`src/rtl/ptw_pkg.sv`:
```
package ptw_pkg;

    localparam int ADDR_W      = 32;
    localparam int ATTR_W      = 10;
    localparam int ATTR_LSB    = 2;
    localparam int BASE_ALIGN  = 14;
    localparam int L1_IDX_LSB  = 20;
    localparam int L2_IDX_LSB  = 12;
    localparam int L2_BASE_LSB = 10;
    localparam int SUPER_BIT   = 18;
    localparam int SUPER_LSB   = 24;
    localparam int SECT_LSB    = 20;
    localparam int LARGE_LSB   = 16;
    localparam int SMALL_LSB   = 12;

    typedef enum logic [1:0] {
        PG_4K  = 2'd0,
        PG_64K = 2'd1,
        PG_1M  = 2'd2,
        PG_16M = 2'd3
    } pg_size_e;

    typedef enum logic [2:0] {
        ST_IDLE,
        ST_L1_READ,
        ST_L2_READ,
        ST_DONE,
        ST_FAULT
    } walk_state_e;

    typedef struct packed {
        logic [ADDR_W-1:0] pa;
        pg_size_e          size;
        logic [ATTR_W-1:0] attr;
    } xlat_t;

    // Descriptor base bits above lsb, virtual offset bits below it.
    function automatic logic [ADDR_W-1:0] merge_pa(
        input logic [ADDR_W-1:0] desc,
        input logic [ADDR_W-1:0] va,
        input int                lsb
    );
        logic [ADDR_W-1:0] hi_mask;
        hi_mask = {ADDR_W{1'b1}} << lsb;
        return (desc & hi_mask) | (va & ~hi_mask);
    endfunction

endpackage

```
`src/rtl/ptw_l1_decode.sv`:
```
module ptw_l1_decode
    import ptw_pkg::*;
(
    input  logic [ADDR_W-1:0] desc,
    input  logic [ADDR_W-1:0] va,
    output logic              is_table,
    output logic              is_fault,
    output logic [ADDR_W-1:0] l2_addr,
    output xlat_t             leaf
);

    always_comb begin
        is_table  = 1'b0;
        is_fault  = 1'b0;
        leaf.pa   = '0;
        leaf.size = PG_1M;
        leaf.attr = desc[ATTR_LSB +: ATTR_W];
        l2_addr   = {desc[ADDR_W-1:L2_BASE_LSB], va[L1_IDX_LSB-1:L2_IDX_LSB], 2'b00};
        unique case (desc[1:0])
            2'b01: is_table = 1'b1;
            2'b10: begin
                if (desc[SUPER_BIT]) begin
                    leaf.pa   = merge_pa(desc, va, SUPER_LSB);
                    leaf.size = PG_16M;
                end else begin
                    leaf.pa   = merge_pa(desc, va, SECT_LSB);
                    leaf.size = PG_1M;
                end
            end
            default: is_fault = 1'b1;
        endcase
    end

endmodule

```
`src/rtl/ptw_l2_decode.sv`:
```
module ptw_l2_decode
    import ptw_pkg::*;
(
    input  logic [ADDR_W-1:0] desc,
    input  logic [ADDR_W-1:0] va,
    output logic              is_fault,
    output xlat_t             leaf
);

    always_comb begin
        is_fault  = 1'b0;
        leaf.attr = desc[ATTR_LSB +: ATTR_W];
        leaf.pa   = merge_pa(desc, va, SMALL_LSB);
        leaf.size = PG_4K;
        unique case (desc[1:0])
            2'b00: is_fault = 1'b1;
            2'b01: begin
                leaf.pa   = merge_pa(desc, va, LARGE_LSB);
                leaf.size = PG_64K;
            end
            default: begin
                leaf.pa   = merge_pa(desc, va, SMALL_LSB);
                leaf.size = PG_4K;
            end
        endcase
    end

endmodule

```
`src/rtl/ptw_fault_reg.sv`:
```
module ptw_fault_reg
    import ptw_pkg::*;
(
    input  logic              clk,
    input  logic              rst_n,
    input  logic              set,
    input  logic [ADDR_W-1:0] set_addr,
    input  logic              clr,
    output logic              sticky,
    output logic [ADDR_W-1:0] addr
);

    always_ff @(posedge clk or negedge rst_n) begin
        if (!rst_n) begin
            sticky <= 1'b0;
            addr   <= '0;
        end else if (set && (!sticky || clr)) begin
            sticky <= 1'b1;
            addr   <= set_addr;
        end else if (clr) begin
            sticky <= 1'b0;
        end
    end

    AST_FAULT_HOLD: assert property (@(posedge clk) disable iff (!rst_n)
        sticky && !clr |=> sticky && $stable(addr));

    AST_FAULT_CLEAR: assert property (@(posedge clk) disable iff (!rst_n)
        clr && !set |=> !sticky);

endmodule

```
`src/rtl/ptw_walker.sv`:
```
module ptw_walker
    import ptw_pkg::*;
(
    input  logic              clk,
    input  logic              rst_n,
    input  logic              cfg_enable,
    input  logic [31:0]       cfg_base,
    output logic              base_err,
    input  logic              req_valid,
    input  logic [31:0]       req_va,
    output logic              req_ready,
    output logic              mem_rd_valid,
    output logic [31:0]       mem_rd_addr,
    input  logic              mem_rd_ready,
    input  logic              mem_rsp_valid,
    input  logic [31:0]       mem_rsp_data,
    output logic              refill_valid,
    output logic [31:0]       refill_va,
    output logic [31:0]       refill_pa,
    output logic [1:0]        refill_size,
    output logic [9:0]        refill_attr,
    output logic              walk_fault,
    input  logic              fault_clr,
    output logic              fault_sticky,
    output logic [31:0]       fault_addr
);

    walk_state_e       state_q, state_d;
    logic              issued_q;
    logic              en_q, base_ok_q;
    logic [ADDR_W-1:0] base_q, va_q, l2_addr_q;
    xlat_t             result_q;

    logic              l1_table, l1_fault, l2_fault;
    logic [ADDR_W-1:0] l1_next;
    xlat_t             l1_leaf, l2_leaf;
    logic              rsp_here, rd_fire, req_fire;

    ptw_l1_decode u_l1_dec (
        .desc     (mem_rsp_data),
        .va       (va_q),
        .is_table (l1_table),
        .is_fault (l1_fault),
        .l2_addr  (l1_next),
        .leaf     (l1_leaf)
    );

    ptw_l2_decode u_l2_dec (
        .desc     (mem_rsp_data),
        .va       (va_q),
        .is_fault (l2_fault),
        .leaf     (l2_leaf)
    );

    ptw_fault_reg u_fault (
        .clk      (clk),
        .rst_n    (rst_n),
        .set      (walk_fault),
        .set_addr (va_q),
        .clr      (fault_clr),
        .sticky   (fault_sticky),
        .addr     (fault_addr)
    );

    assign rsp_here = issued_q && mem_rsp_valid;
    assign rd_fire  = mem_rd_valid && mem_rd_ready;
    assign req_fire = req_valid && req_ready;

    // Next-state logic
    always_comb begin
        state_d = state_q;
        unique case (state_q)
            ST_IDLE:    if (req_fire) state_d = ST_L1_READ;
            ST_L1_READ: if (rsp_here) begin
                            if (l1_fault)      state_d = ST_FAULT;
                            else if (l1_table) state_d = ST_L2_READ;
                            else               state_d = ST_DONE;
                        end
            ST_L2_READ: if (rsp_here) state_d = l2_fault ? ST_FAULT : ST_DONE;
            ST_DONE:    state_d = ST_IDLE;
            ST_FAULT:   state_d = ST_IDLE;
            default:    state_d = ST_IDLE;
        endcase
    end

    // State and datapath registers
    always_ff @(posedge clk or negedge rst_n) begin
        if (!rst_n) begin
            state_q   <= ST_IDLE;
            issued_q  <= 1'b0;
            en_q      <= 1'b0;
            base_ok_q <= 1'b0;
            base_q    <= '0;
            va_q      <= '0;
            l2_addr_q <= '0;
            result_q  <= '0;
        end else begin
            state_q <= state_d;
            en_q    <= cfg_enable;
            if (cfg_enable && !en_q) begin
                base_q    <= cfg_base;
                base_ok_q <= (cfg_base[BASE_ALIGN-1:0] == '0);
            end else if (!cfg_enable) begin
                base_ok_q <= 1'b0;
            end
            if (state_d != state_q)
                issued_q <= 1'b0;
            else if (rd_fire)
                issued_q <= 1'b1;
            if (req_fire)
                va_q <= req_va;
            if (state_q == ST_L1_READ && rsp_here) begin
                result_q  <= l1_leaf;
                l2_addr_q <= l1_next;
            end
            if (state_q == ST_L2_READ && rsp_here)
                result_q <= l2_leaf;
        end
    end

    // Outputs
    always_comb begin
        req_ready    = (state_q == ST_IDLE) && en_q && base_ok_q;
        base_err     = en_q && !base_ok_q;
        mem_rd_valid = ((state_q == ST_L1_READ) || (state_q == ST_L2_READ)) && !issued_q;
        mem_rd_addr  = (state_q == ST_L2_READ) ? l2_addr_q
                     : {base_q[ADDR_W-1:BASE_ALIGN], va_q[ADDR_W-1:L1_IDX_LSB], 2'b00};
        refill_valid = (state_q == ST_DONE);
        walk_fault   = (state_q == ST_FAULT);
        refill_va    = va_q;
        refill_pa    = result_q.pa;
        refill_size  = result_q.size;
        refill_attr  = result_q.attr;
    end

    AST_BAD_BASE_BLOCKS: assert property (@(posedge clk) disable iff (!rst_n)
        base_err |-> !req_ready);

    AST_RD_ALIGNED: assert property (@(posedge clk) disable iff (!rst_n)
        mem_rd_valid |-> mem_rd_addr[1:0] == 2'b00);

    AST_RD_HOLD: assert property (@(posedge clk) disable iff (!rst_n)
        mem_rd_valid && !mem_rd_ready |=> mem_rd_valid && $stable(mem_rd_addr));

    AST_NO_REFILL_ON_FAULT: assert property (@(posedge clk) disable iff (!rst_n)
        !(refill_valid && walk_fault));

    AST_REFILL_PULSE: assert property (@(posedge clk) disable iff (!rst_n)
        refill_valid |=> !refill_valid);

    AST_ONE_IN_FLIGHT: assert property (@(posedge clk) disable iff (!rst_n)
        req_valid && req_ready |=> !req_ready);

endmodule

```
`config.mk`:
```
export PLATFORM = sky130hd
export DESIGN_NAME = ptw_walker
export DESIGN_NICKNAME = d
export VERILOG_FILES = /design/src/rtl/ptw_pkg.sv /design/src/rtl/ptw_l1_decode.sv /design/src/rtl/ptw_l2_decode.sv /design/src/rtl/ptw_fault_reg.sv /design/src/rtl/ptw_walker.sv
export SDC_FILE = /design/constraint.sdc
export NUM_CORES = 1
export LEC_CHECK = 0
export BUFFER_PORTS_ARGS = -buffer_cell sky130_fd_sc_hd__buf_2
export CAP_MARGIN = 20
export CORE_AREA = 4 4 137 139
export CTS_BUF_LIST = sky130_fd_sc_hd__clkbuf_8 sky130_fd_sc_hd__clkbuf_16
export CTS_CLUSTER_SIZE = 28
export DETAILED_ROUTE_END_ITERATION = 12
export DIE_AREA = 0 0 141 143
export GPL_TIMING_DRIVEN = 0
export PLACE_DENSITY = 0.62
export SYNTH_ARGS = -nofsm -noshare
export SYNTH_HDL_FRONTEND = slang
export SYNTH_SLANG_ARGS = --single-unit
```
`constraint.sdc`:
```
create_clock -name clk -period 4 [get_ports clk]
set_input_delay 1 -clock clk [delete_from_list [all_inputs] [get_ports clk]]
set_output_delay 1 -clock clk [all_outputs]
set_load 0.01 [all_outputs]
```
==> flow_metrics.env <==
export IMPL_yosys_most_used_dff="dfrtp_1"
export IMPL_cp_arrival_ps=2340
export IMPL_die_h_um=143
export IMPL_p_leak_nw=5.00
export IMPL_drt_first_iter_violations=161
export IMPL_path_class="reg2out"
export IMPL_synth_cells=525
export IMPL_grt_pass1_wl_um=31500
export IMPL_finClkSkew_ps=11.5
export IMPL_diodes=0
export IMPL_path_max_fanout=10
export IMPL_cts_tree="done"
export IMPL_ys_seq_area_share_pct=58.7
export IMPL_path_clk_slew_ps=60
export IMPL_hold_buffers=0
export IMPL_root_buffer="clkbuf_16"
export IMPL_vias_per_cell=5.01
export IMPL_drcViolationCount=0
export IMPL_layout_cells_non_filler=1034
export IMPL_antenna_found_initial=0
export IMPL_grt_overflow=0
export IMPL_power_density_nw_per_um2=573
export IMPL_synth_top_area_share_pct=58.7
export IMPL_hpwlAfterDp_um=15300
export IMPL_port_buffer_count=246
export IMPL_hold_path_class="reg2reg"
export IMPL_relSlewSlack_pct=49.5
export IMPL_core_sq_um=17700
export IMPL_yosys_area_share_simple_pct=9.07
export IMPL_rows=49
export IMPL_htreeDepth=4
export IMPL_worstHoldStart="refill_size[1]"
export IMPL_grt_pass1_vias=5654
export IMPL_clock_fmax_mhz=300
export IMPL_vdd_drop_max_v=0.000316
export IMPL_finalCritPeriodShare_pct=83.4
export IMPL_synthMuxAreaShare_pct=22.4
export IMPL_start_kind="flip-flop"
export IMPL_die_w_um=141
export IMPL_finalMaxSlewViolations=0
export IMPL_syn_area_per_cell_sq_um=13.2
export IMPL_layout_drive_gt1_share_pct=53.9
export IMPL_rsz0062_at_grt="false"
export IMPL_cap_violations=0
export IMPL_die_area_sq_um=20200
export IMPL_detail_route_antenna_nets=0
export IMPL_wl_um=20200
export IMPL_cts_sinks=163
export IMPL_finalNetCount=898
export IMPL_hold_viol_final=0
export IMPL_gp_routability_congestion=0.864
export IMPL_yosys_warnings=0
export IMPL_worst_slew_pin_transition_ps=757
export IMPL_drt_pre_antenna_iters=4
export IMPL_initial_core_util_pct=39.4
export IMPL_synth_distinct_cells=47
export IMPL_num_io_pins=249
export IMPL_clk_latency_ps=420
export IMPL_cts_buffer_depth=2
export IMPL_grt_max_degree=83
export IMPL_via_count=5178
export IMPL_crit_start="state_q[2]"
export IMPL_synth_fa_ha_area_share_pct=0.540
export IMPL_end_kind="output pin"
export IMPL_synth_largest_area_cell="dfrtp_1"
export IMPL_status="completed"
export IMPL_synthTopCellsByArea="dfrtp_1, mux2_2, mux2_4"
export IMPL_ys_seq_elements=163
export IMPL_fillers=1578
export IMPL_power_total_w=0.00520
export IMPL_dp_cells=1002
export IMPL_tns_ps=0
export IMPL_gr_usage_all_layers_pct=20.3
export IMPL_r2r_start="state_q[1]"
export IMPL_synth_top_family_by_area="multiplexers"
export IMPL_netlist_area_sq_um=6950
export IMPL_setup_viol=0
export IMPL_ctsResizeCount=0
export IMPL_postCtsSetupBuffers=0
export IMPL_synth_enable_flop_cells=0
export IMPL_numCtsBuffers=17
export IMPL_async_flop_share_pct=100
export IMPL_syn2layout_area_growth_pct=30.5
export IMPL_synth_compound_area_share_pct=6.10
export IMPL_wl_per_cell_um=19.6
export IMPL_critical_path_required_ps=3000
export IMPL_synth_xor_area_share_pct=0
export IMPL_finalCriticalPeriod_ps=3340
[metrics by stage]
step,setup WS (ps),util [%],hold WS [ps],cell area [sq um]
floorplan,1640,-,480,6950
global placement,-501,48.0,461,8470
detailed placement,1070,48.2,473,8510
CTS,613,51.4,488,9070
global route,476,51.4,506,9070
finish,664,51.4,486,9070
[layout make-up]
cell class / instances / area [sq um] / share of cell area, %
plain buffers: 33 / 201 / 2.22
clock buffers: 19 / 453 / 4.99
clock inverters: 13 / 111 / 1.23
inverters: 5 / 18.8 / 0.207
multi-input cells: 325 / 2660 / 29.3
flip-flops and latches: 163 / 4080 / 45.0
well taps: 229 / 287 / 3.16
repair buffers: 247 / 1270 / 14.0
[critical path, cell delays in order (launching register included)]
cell      delay (ps)
dfrtp_1          360
buf_4            170
nor3b_2          600
clkbuf_1         420
nand2_1          120
nand2_1           90
buf_2            150
[state kept, by name, indices dropped and copies added (netlist names)]
register        count
base_ok_q           1
base_q             18
en_q                1
issued_q            1
l2_addr_q          30
refill_attr        10
refill_pa          32
refill_size         2
refill_va          32
state_q             3
u_fault.addr       32
u_fault.sticky      1
[report_power, final]
part | total (W) | switching (W) | leakage, nW | internal (W)
Sequential | 0.00219 | 0.000198 | 2.19 | 0.00199
Combinational | 0.00145 | 0.000756 | 2.53 | 0.000695
Clock | 0.00156 | 0.000670 | 0.282 | 0.000888
[metal layers]
| layer | vias up | routed length [um] | global-route usage (%) | share of wire [%] |
|---|---|---|---|---|
| met2 | 211 | 9770 | 34.1 | 48 |
| met4 | 0 | 419 | 7.24 | 2.1 |
| met5 | - | 0 | 0 | 0 |
| met3 | 34 | 1410 | 5.93 | 7.0 |
| li1 | 2372 | - | - | - |
| met1 | 2561 | 8640 | 25.1 | 43 |
[synth_stat cells (all sizes together) (3+ instances only)]
master,number
a21oi,8
a22o,27
buf,22
clkbuf,11
dfrtp,163
ha,3
inv,5
mux2,127
nand2,101
nand2b,7
nand3,3
nor2,6
nor2b,6
nor3,4
nor4,4
o21ai,3
o31ai,4
[cells by family (layout without fill, tap and decap cells)]
family / Yosys count / after routing
AOI/OAI and AO/OA: 52 / 52
adders and majority gates: 3 / 3
buffers and inverters: 38 / 317
DFF: 163 / 163
muxes: 129 / 129
other: 1 / 2
and+or+nand+nor: 139 / 139
[placed cells by master (no fill, tap or decap), types with 3 or more instances in the layout]
cell	n
a21oi_1	8
a22o_1	27
buf_2	255
buf_4	7
buf_6	5
clkbuf_1	10
clkbuf_16	17
clkinv_2	3
clkinv_4	4
dfrtp_1	163
ha_1	3
inv_1	6
mux2_2	98
mux2_4	28
nand2_1	101
nand2b_1	7
nand3_1	3
nor2_1	6
nor2b_1	5
nor4_1	4
o31ai_1	3
[final timing paths]
path | endpoint | slack (ps) | depth (start not counted)
worst min-delay path | refill_size[1] | 490 | 2
worst max-delay path | mem_rd_addr[31] | 660 | 6
worst min register to register | refill_size[1] | 490 | 2
min in group asynchronous | refill_va[24] | 560 | 1
worst max register to register | refill_va[25] | 2030 | 6
max in group asynchronous | u_fault.addr[2] | 2600 | 2
Power figures use the tool's default switching activity.
